<file path="config.mk">
export PLATFORM = sky130hd
export DESIGN_NAME = pte_judge
export DESIGN_NICKNAME = d
export VERILOG_FILES = /design/src/rtl/pte_judge_pkg.sv /design/src/rtl/pte_decode.sv /design/src/rtl/pte_perm_chk.sv /design/src/rtl/pte_ad_update.sv /design/src/rtl/pte_fault_map.sv /design/src/rtl/pte_judge.sv
export SDC_FILE = /design/constraint.sdc
export NUM_CORES = 1
export LEC_CHECK = 0
export BUFFER_PORTS_ARGS = -buffer_cell sky130_fd_sc_hd__buf_2
export CAP_MARGIN = 0
export CORE_AREA = 2 2 39 41
export DETAILED_ROUTE_END_ITERATION = 8
export DIE_AREA = 0 0 41 43
export GPL_ROUTABILITY_DRIVEN = 0
export PLACE_DENSITY = 0.52
export RECOVER_POWER = 50
export SYNTH_ARGS = -nofsm -noshare
export SYNTH_HDL_FRONTEND = slang
export SYNTH_SLANG_ARGS = --single-unit
</file>
<file path="constraint.sdc">
create_clock -name vclk -period 1.3
set_input_delay 0.325 -clock vclk [all_inputs]
set_output_delay 0.325 -clock vclk [all_outputs]
set_load 0.01 [all_outputs]
</file>
<file path="src/rtl/pte_judge_pkg.sv">
package pte_judge_pkg;

    localparam int ATTR_W  = 8;
    localparam int CAUSE_W = 4;
    localparam int FAIL_W  = 3;
    localparam int ACC_W   = 2;
    localparam int PRV_W   = 2;

    typedef struct packed {
        logic dirty;
        logic accessed;
        logic glob;
        logic usr;
        logic exe;
        logic wr;
        logic rd;
        logic vld;
    } attr_t;

    typedef enum logic [ACC_W-1:0] {
        ACC_LOAD  = 2'd0,
        ACC_STORE = 2'd1,
        ACC_RMW   = 2'd2,
        ACC_FETCH = 2'd3
    } acc_e;

    typedef enum logic [PRV_W-1:0] {
        PRV_USER  = 2'd0,
        PRV_SUPER = 2'd1,
        PRV_RSVD  = 2'd2,
        PRV_MACH  = 2'd3
    } prv_e;

    localparam logic [FAIL_W-1:0] FLT_BUS       = 3'd0;
    localparam logic [FAIL_W-1:0] FLT_BAD_ENTRY = 3'd1;
    localparam logic [FAIL_W-1:0] FLT_DENIED    = 3'd2;
    localparam logic [FAIL_W-1:0] FLT_MISALIGN  = 3'd3;
    localparam logic [FAIL_W-1:0] FLT_NO_UPDATE = 3'd4;

    localparam logic [CAUSE_W-1:0] CAUSE_FETCH_ACC  = 4'd1;
    localparam logic [CAUSE_W-1:0] CAUSE_LOAD_ACC   = 4'd5;
    localparam logic [CAUSE_W-1:0] CAUSE_STORE_ACC  = 4'd7;
    localparam logic [CAUSE_W-1:0] CAUSE_FETCH_PAGE = 4'd12;
    localparam logic [CAUSE_W-1:0] CAUSE_LOAD_PAGE  = 4'd13;
    localparam logic [CAUSE_W-1:0] CAUSE_STORE_PAGE = 4'd15;

    // store-class accesses write memory and therefore dirty the page
    function automatic logic writes_mem(input acc_e a);
        return (a == ACC_STORE) || (a == ACC_RMW);
    endfunction

    function automatic logic priv_handled(input prv_e p);
        return (p == PRV_USER) || (p == PRV_SUPER);
    endfunction

endpackage

</file>
<file path="src/rtl/pte_decode.sv">
module pte_decode (
    input  logic vld_i,
    input  logic rd_i,
    input  logic wr_i,
    input  logic exe_i,
    output logic invalid_o,
    output logic pointer_o
);

    always_comb begin
        invalid_o = !vld_i || (wr_i && !rd_i);
        pointer_o = !rd_i && !wr_i && !exe_i;
    end

    // a valid pointer entry can never be malformed; clear valid always is
    always_comb begin
        a_r2_valid_ptr_ok: assert (!(pointer_o && vld_i) || !invalid_o)
            else $error("a_r2_valid_ptr_ok");
        a_r2_clear_valid: assert (vld_i || invalid_o)
            else $error("a_r2_clear_valid");
    end

endmodule

</file>
<file path="src/rtl/pte_perm_chk.sv">
module pte_perm_chk
    import pte_judge_pkg::*;
(
    input  acc_e acc_i,
    input  prv_e prv_i,
    input  logic mxr_i,
    input  logic sum_i,
    input  logic usr_i,
    input  logic rd_i,
    input  logic wr_i,
    input  logic exe_i,
    output logic grant_o,
    output logic priv_err_o
);

    logic rd_ok;
    logic rwx_ok;
    logic page_ok;

    always_comb begin
        rd_ok  = rd_i || (exe_i && mxr_i);
        rwx_ok = 1'b0;
        case (acc_i)
            ACC_LOAD:  rwx_ok = rd_ok;
            ACC_STORE: rwx_ok = wr_i;
            ACC_RMW:   rwx_ok = wr_i && rd_ok;
            ACC_FETCH: rwx_ok = exe_i;
            default:   rwx_ok = 1'b0;
        endcase
    end

    // ownership gate: user pages vs supervisor pages
    always_comb begin
        page_ok = 1'b0;
        case (prv_i)
            PRV_USER:  page_ok = usr_i;
            PRV_SUPER: page_ok = (acc_i == ACC_FETCH) ? !usr_i : (!usr_i || sum_i);
            default:   page_ok = 1'b0;
        endcase
    end

    always_comb begin
        priv_err_o = !priv_handled(prv_i);
        grant_o    = !priv_err_o && rwx_ok && page_ok;
    end

    always_comb begin
        // user grant implies user page
        a_r4_user_page: assert (!(prv_i == PRV_USER && grant_o) || usr_i)
            else $error("a_r4_user_page");
        // supervisor data access to a user page needs sum
        a_r5_super_sum: assert (!(prv_i == PRV_SUPER && acc_i != ACC_FETCH && grant_o && usr_i) || sum_i)
            else $error("a_r5_super_sum");
        // supervisor fetch only from executable supervisor pages
        a_r6_super_fetch: assert (!(prv_i == PRV_SUPER && acc_i == ACC_FETCH && grant_o) || (!usr_i && exe_i))
            else $error("a_r6_super_fetch");
        // unhandled privilege never grants
        a_r7_no_grant: assert (!priv_err_o || !grant_o)
            else $error("a_r7_no_grant");
    end

endmodule

</file>
<file path="src/rtl/pte_ad_update.sv">
module pte_ad_update
    import pte_judge_pkg::*;
(
    input  attr_t cur_i,
    input  acc_e  acc_i,
    output logic  need_o,
    output attr_t nxt_o
);

    logic set_a;
    logic set_d;

    always_comb begin
        set_d  = writes_mem(acc_i) && !cur_i.dirty;
        set_a  = !cur_i.accessed;
        need_o = set_a || set_d;
        nxt_o  = cur_i;
        if (need_o) begin
            nxt_o.accessed = 1'b1;
            if (set_d) begin
                nxt_o.dirty = 1'b1;
            end
        end
    end

    always_comb begin
        // untouched byte when nothing to update
        a_r8_pass_through: assert (need_o || nxt_o == cur_i)
            else $error("a_r8_pass_through");
        // any update marks the page accessed
        a_r8_sets_accessed: assert (!need_o || nxt_o.accessed)
            else $error("a_r8_sets_accessed");
        // loads and fetches never change dirty
        a_r8_load_keeps_d: assert (writes_mem(acc_i) || nxt_o.dirty == cur_i.dirty)
            else $error("a_r8_load_keeps_d");
    end

endmodule

</file>
<file path="src/rtl/pte_fault_map.sv">
module pte_fault_map
    import pte_judge_pkg::*;
(
    input  acc_e                acc_i,
    input  logic [FAIL_W-1:0]   fail_i,
    output logic [CAUSE_W-1:0]  cause_o
);

    logic bus_err;

    always_comb begin
        bus_err = (fail_i == FLT_BUS);
        case (acc_i)
            ACC_FETCH: cause_o = bus_err ? CAUSE_FETCH_ACC : CAUSE_FETCH_PAGE;
            ACC_LOAD:  cause_o = bus_err ? CAUSE_LOAD_ACC  : CAUSE_LOAD_PAGE;
            default:   cause_o = bus_err ? CAUSE_STORE_ACC : CAUSE_STORE_PAGE;
        endcase
    end

    always_comb begin
        // bus errors map only to access-fault causes
        a_r9_access_cause: assert (!bus_err || cause_o == CAUSE_FETCH_ACC ||
                                   cause_o == CAUSE_LOAD_ACC || cause_o == CAUSE_STORE_ACC)
            else $error("a_r9_access_cause");
        // other kinds map to page-fault causes
        a_r10_page_cause: assert (bus_err || cause_o >= CAUSE_FETCH_PAGE)
            else $error("a_r10_page_cause");
    end

endmodule

</file>
<file path="src/rtl/pte_judge.sv">
module pte_judge
    import pte_judge_pkg::*;
(
    input  logic [ATTR_W-1:0]  attr_i,
    input  logic [ACC_W-1:0]   acc_i,
    input  logic [PRV_W-1:0]   priv_i,
    input  logic               mxr_i,
    input  logic               sum_i,
    input  logic [FAIL_W-1:0]  fail_i,
    output logic               invalid_o,
    output logic               pointer_o,
    output logic               grant_o,
    output logic               priv_err_o,
    output logic               upd_need_o,
    output logic [ATTR_W-1:0]  upd_attr_o,
    output logic [CAUSE_W-1:0] cause_o
);

    attr_t attr;
    attr_t nxt_attr;
    acc_e  acc;
    prv_e  prv;

    always_comb begin
        attr = attr_t'(attr_i);
        acc  = acc_e'(acc_i);
        prv  = prv_e'(priv_i);
    end

    pte_decode u_decode (
        .vld_i     (attr.vld),
        .rd_i      (attr.rd),
        .wr_i      (attr.wr),
        .exe_i     (attr.exe),
        .invalid_o (invalid_o),
        .pointer_o (pointer_o)
    );

    pte_perm_chk u_perm (
        .acc_i      (acc),
        .prv_i      (prv),
        .mxr_i      (mxr_i),
        .sum_i      (sum_i),
        .usr_i      (attr.usr),
        .rd_i       (attr.rd),
        .wr_i       (attr.wr),
        .exe_i      (attr.exe),
        .grant_o    (grant_o),
        .priv_err_o (priv_err_o)
    );

    pte_ad_update u_update (
        .cur_i  (attr),
        .acc_i  (acc),
        .need_o (upd_need_o),
        .nxt_o  (nxt_attr)
    );

    pte_fault_map u_fault (
        .acc_i   (acc),
        .fail_i  (fail_i),
        .cause_o (cause_o)
    );

    assign upd_attr_o = nxt_attr;

    // global bit is carried unchanged through the update path
    always_comb begin
        a_r1_glob_kept: assert (upd_attr_o[5] == attr_i[5])
            else $error("a_r1_glob_kept");
    end

endmodule

</file>
* After elaboration in Yosys (flattened, before gate mapping) *
Index checks and enable logic that the tools add are counted.

operators by class
  eq/ne operators = 4
  mux-type cells = 9
  reductions and logical operators = 25

operators with widths
  kind                                                             count
  4-bit 2-to-1 mux                                                 3
  1-bit logical AND                                                8
  1-bit logical NOT                                                8
  4-bit case mux with 2 select lines                               1
  1-bit logical OR                                                 6
  2-bit by 1-bit == test with 1-bit output, second input constant  2
  2-bit == test, second input constant                             2
  2-bit logical NOT                                                2
  1-bit case mux with 4 select lines                               1
  3-bit logical NOT                                                1
  1-bit 2-to-1 mux                                                 2
  2-bit 2-to-1 mux                                                 1
  1-bit case mux with 2 select lines                               1

storage, ports and cells
  register bits = 0
  bits of input ports = 17
  output and inout bits = 17

* Logic depth before layout (Yosys ltp) *
  word-level depth = 6
  gate-level depth with buffers = 5
  gate-level depth less buffers = 5

* Hierarchy *
Synthesis repeated with hierarchy kept, for this count alone.

unflattened totals
  cell total of the unflattened synthesis = 35
  area total of the unflattened synthesis = 246.5 sq um

modules (own cells, without submodules)
  module         times used  cells each  area an instance (sq um)
  pte_perm_chk   1           12          82.6
  pte_ad_update  1           11          76.3
  pte_fault_map  1           9           65.1
  pte_decode     1           3           22.5

* Worst setup path before layout *
OpenSTA, ideal clock, no wires.

  kind = input -> output
  from = input acc_i[0]
  to = output grant_o
  arrival = 1.133 ns
  data required time = 0.975 ns
  slack = -0.158 ns
  stages = 5
  cells stage by stage = inv_1 ha_1 a21oi_1 o22a_1 nor4_2

between the ends
  longest elaborated chain between the ends = 4
  elaborated cells on any way between the ends = 9
  those cells by class = eq/ne: 3; mux: 3; reduce/logical: 3

RTL lines
  element                                                                         line                                    text
  start, declared                                                                 pte_judge.sv:5                          input logic [ACC_W-1:0] acc_i,
  2-bit == test (tied with other cells)                                           pte_perm_chk.sv:23, pte_perm_chk.sv:37
  1-bit 2-to-1 mux / 1-bit case mux with 4 select lines (equally long branches)   pte_perm_chk.sv:37, pte_perm_chk.sv:23
  1-bit case mux with 2 select lines / 1-bit logical AND (equally long branches)  pte_perm_chk.sv:35, pte_perm_chk.sv:44
  1-bit logical AND (*)                                                           pte_perm_chk.sv:44                      grant_o = !priv_err_o && rwx_ok && page_ok;
  end, declared                                                                   pte_judge.sv:12                         output logic grant_o,

Mark *: on every way between the ends. The rest lies on a longest branch, timed or not.

* Worst setup path after layout *
  from = input acc_i[1]
  to = output grant_o

Same word-level chain as after synthesis.

==> results by group <==
Setup path
  – Slowest Stage Delay on Critical Path: 0.23 ns
  – Crit. path cell count: 7
  – Worst EP required: 0.98 ns
  – Worst path cell trace: buf_12, inv_16, ha_4, a21oi_2, o22a_1, nor4_4, buf_2
  – Max stage delay cell, worst path: nor4_4
  – Delay-heaviest family, CP: buffers and inverters
  – CP Buf/Inv Count: 3
  – Arr. time, crit path: 1.27 ns
  – Crit start category: primary input
  – Class of the most critical setup path: in2out
  – CP Capture Type: output pin
  – Crit path max fanout: 3

Timing
  – Final setup fails: 5
  – Max-slew violations: 0
  – Setup tns final: -0.602 ns
  – RSZ-0062 raised after global routing: yes
  – Final hold vios: 0
  – Slack of the critical path: -0.295 ns
  – Fin crit period: 1.59 ns
  – Final hold slack: 0.650 ns
  – Achievable Freq: 0.627 GHz
  – Fin crit share: 123%

Synth
  – Synthesized area: 229 sq um
  – Register area share after synthesis: 0%
  – Unique masters post-synth: 15
  – Syn Inst Count: 35
  – Mapped Nets: 56
  – Synthesized area per cell: 6.54 sq um
  – YS warnings: 0

Power
  – Power Total: 0.187 mW
  – Clock group share of total power: 0%
  – PwrDens: 343 mW/mm^2
  – P_int: 0.101 mW
  – Combinational group share of total power: 100.0%
  – Lkg Pwr: 0.254 nW
  – Flop pwr share: 0%
  – Switch Pwr: 0.0860 mW
  – Sw frac: 45.9%
  – Peak supply drop: 145 uV

Floorplanning
  – Die height: 43 microns
  – Die Width: 41 microns
  – Die area: 0.00176 sq mm
  – Std-Cell Rows: 14
  – Starting Density: 16.5%
  – Core area: 0.00138 sq mm
  – Top Ports: 34

Cells and area
  – Seq cells: 0
  – Leading cell type in the layout, fill and taps excluded: buf_2
  – Most frequent cells in the layout: 23 x buf_2, 4 x ha_4, 4 x buf_6, 4 x clkbuf_1, 4 x buf_4
  – Ant. Diodes: 0
  – Fillers: 147
  – Layout cells sized above 1: 75.0%
  – Area growth syn-to-layout: 138%
  – Clock buffer cells: 0
  – Sequential Area: 0 sq um
  – Multi-input logic area: 233 sq um
  – Nets: 87

Routing
  – Remaining antenna violation count after routing: 0
  – Final Routed Wirelength: 624 microns
  – Via density: 3.95
  – Vias: 316
  – Drt drc: 0
  – Drt wl/cell: 7.80 microns
  – Drt first pass iters: 2
  – Initial DRC Count: 2

Outcome
  – Failing checks: negative setup slack
  – Status: finished with violations

Global route
  – Largest net degree at the start of global routing: 5
  – GRT overflow: 0
  – GRT Overall Usage: 6.89%
  – Number of global-route vias before repair: 265
  – First-pass GRT wire length: 931 microns
  – Initial antenna violation count: 0

Hold path
  – Hold Path Class: in2out
  – Number of stages on the worst hold path: 0

Placed design
  – Dpl hpwl: 572 microns
  – Number of port buffers: 31

Flow run
  – Max Cap Violations: 0
-- path summary, 6_finish.rpt --
path                  start             to  slack, ns
setup / recovery   acc_i[1]        grant_o      -0.29
hold / removal    attr_i[5]  upd_attr_o[5]       0.65
-- metrics by stage --
stage                     instances  util, %  worst slack, ns  cell area (sq um)
final                            80     39.4           -0.295                546
after global routing             80     39.4           -0.367                546
after CTS                        80     38.7           -0.308                536
after detailed placement         79     34.1           -0.495                472
after global placement           79     34.1           -0.485                472
after floorplan                  35        -          -0.0853                315
-- area by class of cell --
cell class	instances	area share, %
timing repair buffer	37	45.0
tap	16	3.67
multi-input combinational	22	42.7
inverter	5	8.72
-- cell usage after synthesis (all sizes together) --
| cell | count | area, sq um |
|---|---|---|
| inv | 5 | 18.8 |
| o21ai | 3 | 15.0 |
| or2 | 1 | 6.26 |
| o22a | 1 | 8.76 |
| clkbuf | 1 | 3.75 |
| ha | 4 | 50.1 |
| or3 | 1 | 11.3 |
| nor3 | 1 | 5.00 |
| buf | 7 | 52.6 |
| a21oi | 3 | 15.0 |
| conb | 1 | 3.75 |
| nor2 | 2 | 7.51 |
| nand2 | 3 | 11.3 |
| a22oi | 1 | 7.51 |
| nor4 | 1 | 12.5 |
-- what timing repair did --
action | in CTS | in global routing
pin swaps | 10 | 4
buffers inserted | 1 | 0
setup endpoints to repair | 6 | 5
hold buffers | 0 | 0
gates resized for setup | 17 | 4
-- power by group through the flow --
stage / clock [mW] / combinational [mW] / sequential (mW)
final: 0 / 0.187 / 0
after CTS: 0 / 0.188 / 0
after floorplan: 0 / 0.0921 / 0
after global placement: 0 / 0.157 / 0
after global routing: 0 / 0.206 / 0
after detailed placement: 0 / 0.158 / 0
-- kinds of logic (layout without fill, tap and decap cells) --
group	count (synthesis)	in the layout	synth area share [%]
buf+inv	13	42	32.8
simple gates	9	9	23.5
compound gates	8	8	20.2
fa+ha+maj	4	4	21.9
other cells	1	1	1.64
-- layer usage --
layer  share of wire (%)  global-route usage (%)
met2                  54                    13.4
met4                   0                       0
met3                 9.9                       0
met1                  36                    8.23
met5                   0                       0
No activity file was read; power rests on OpenSTA's default activity.
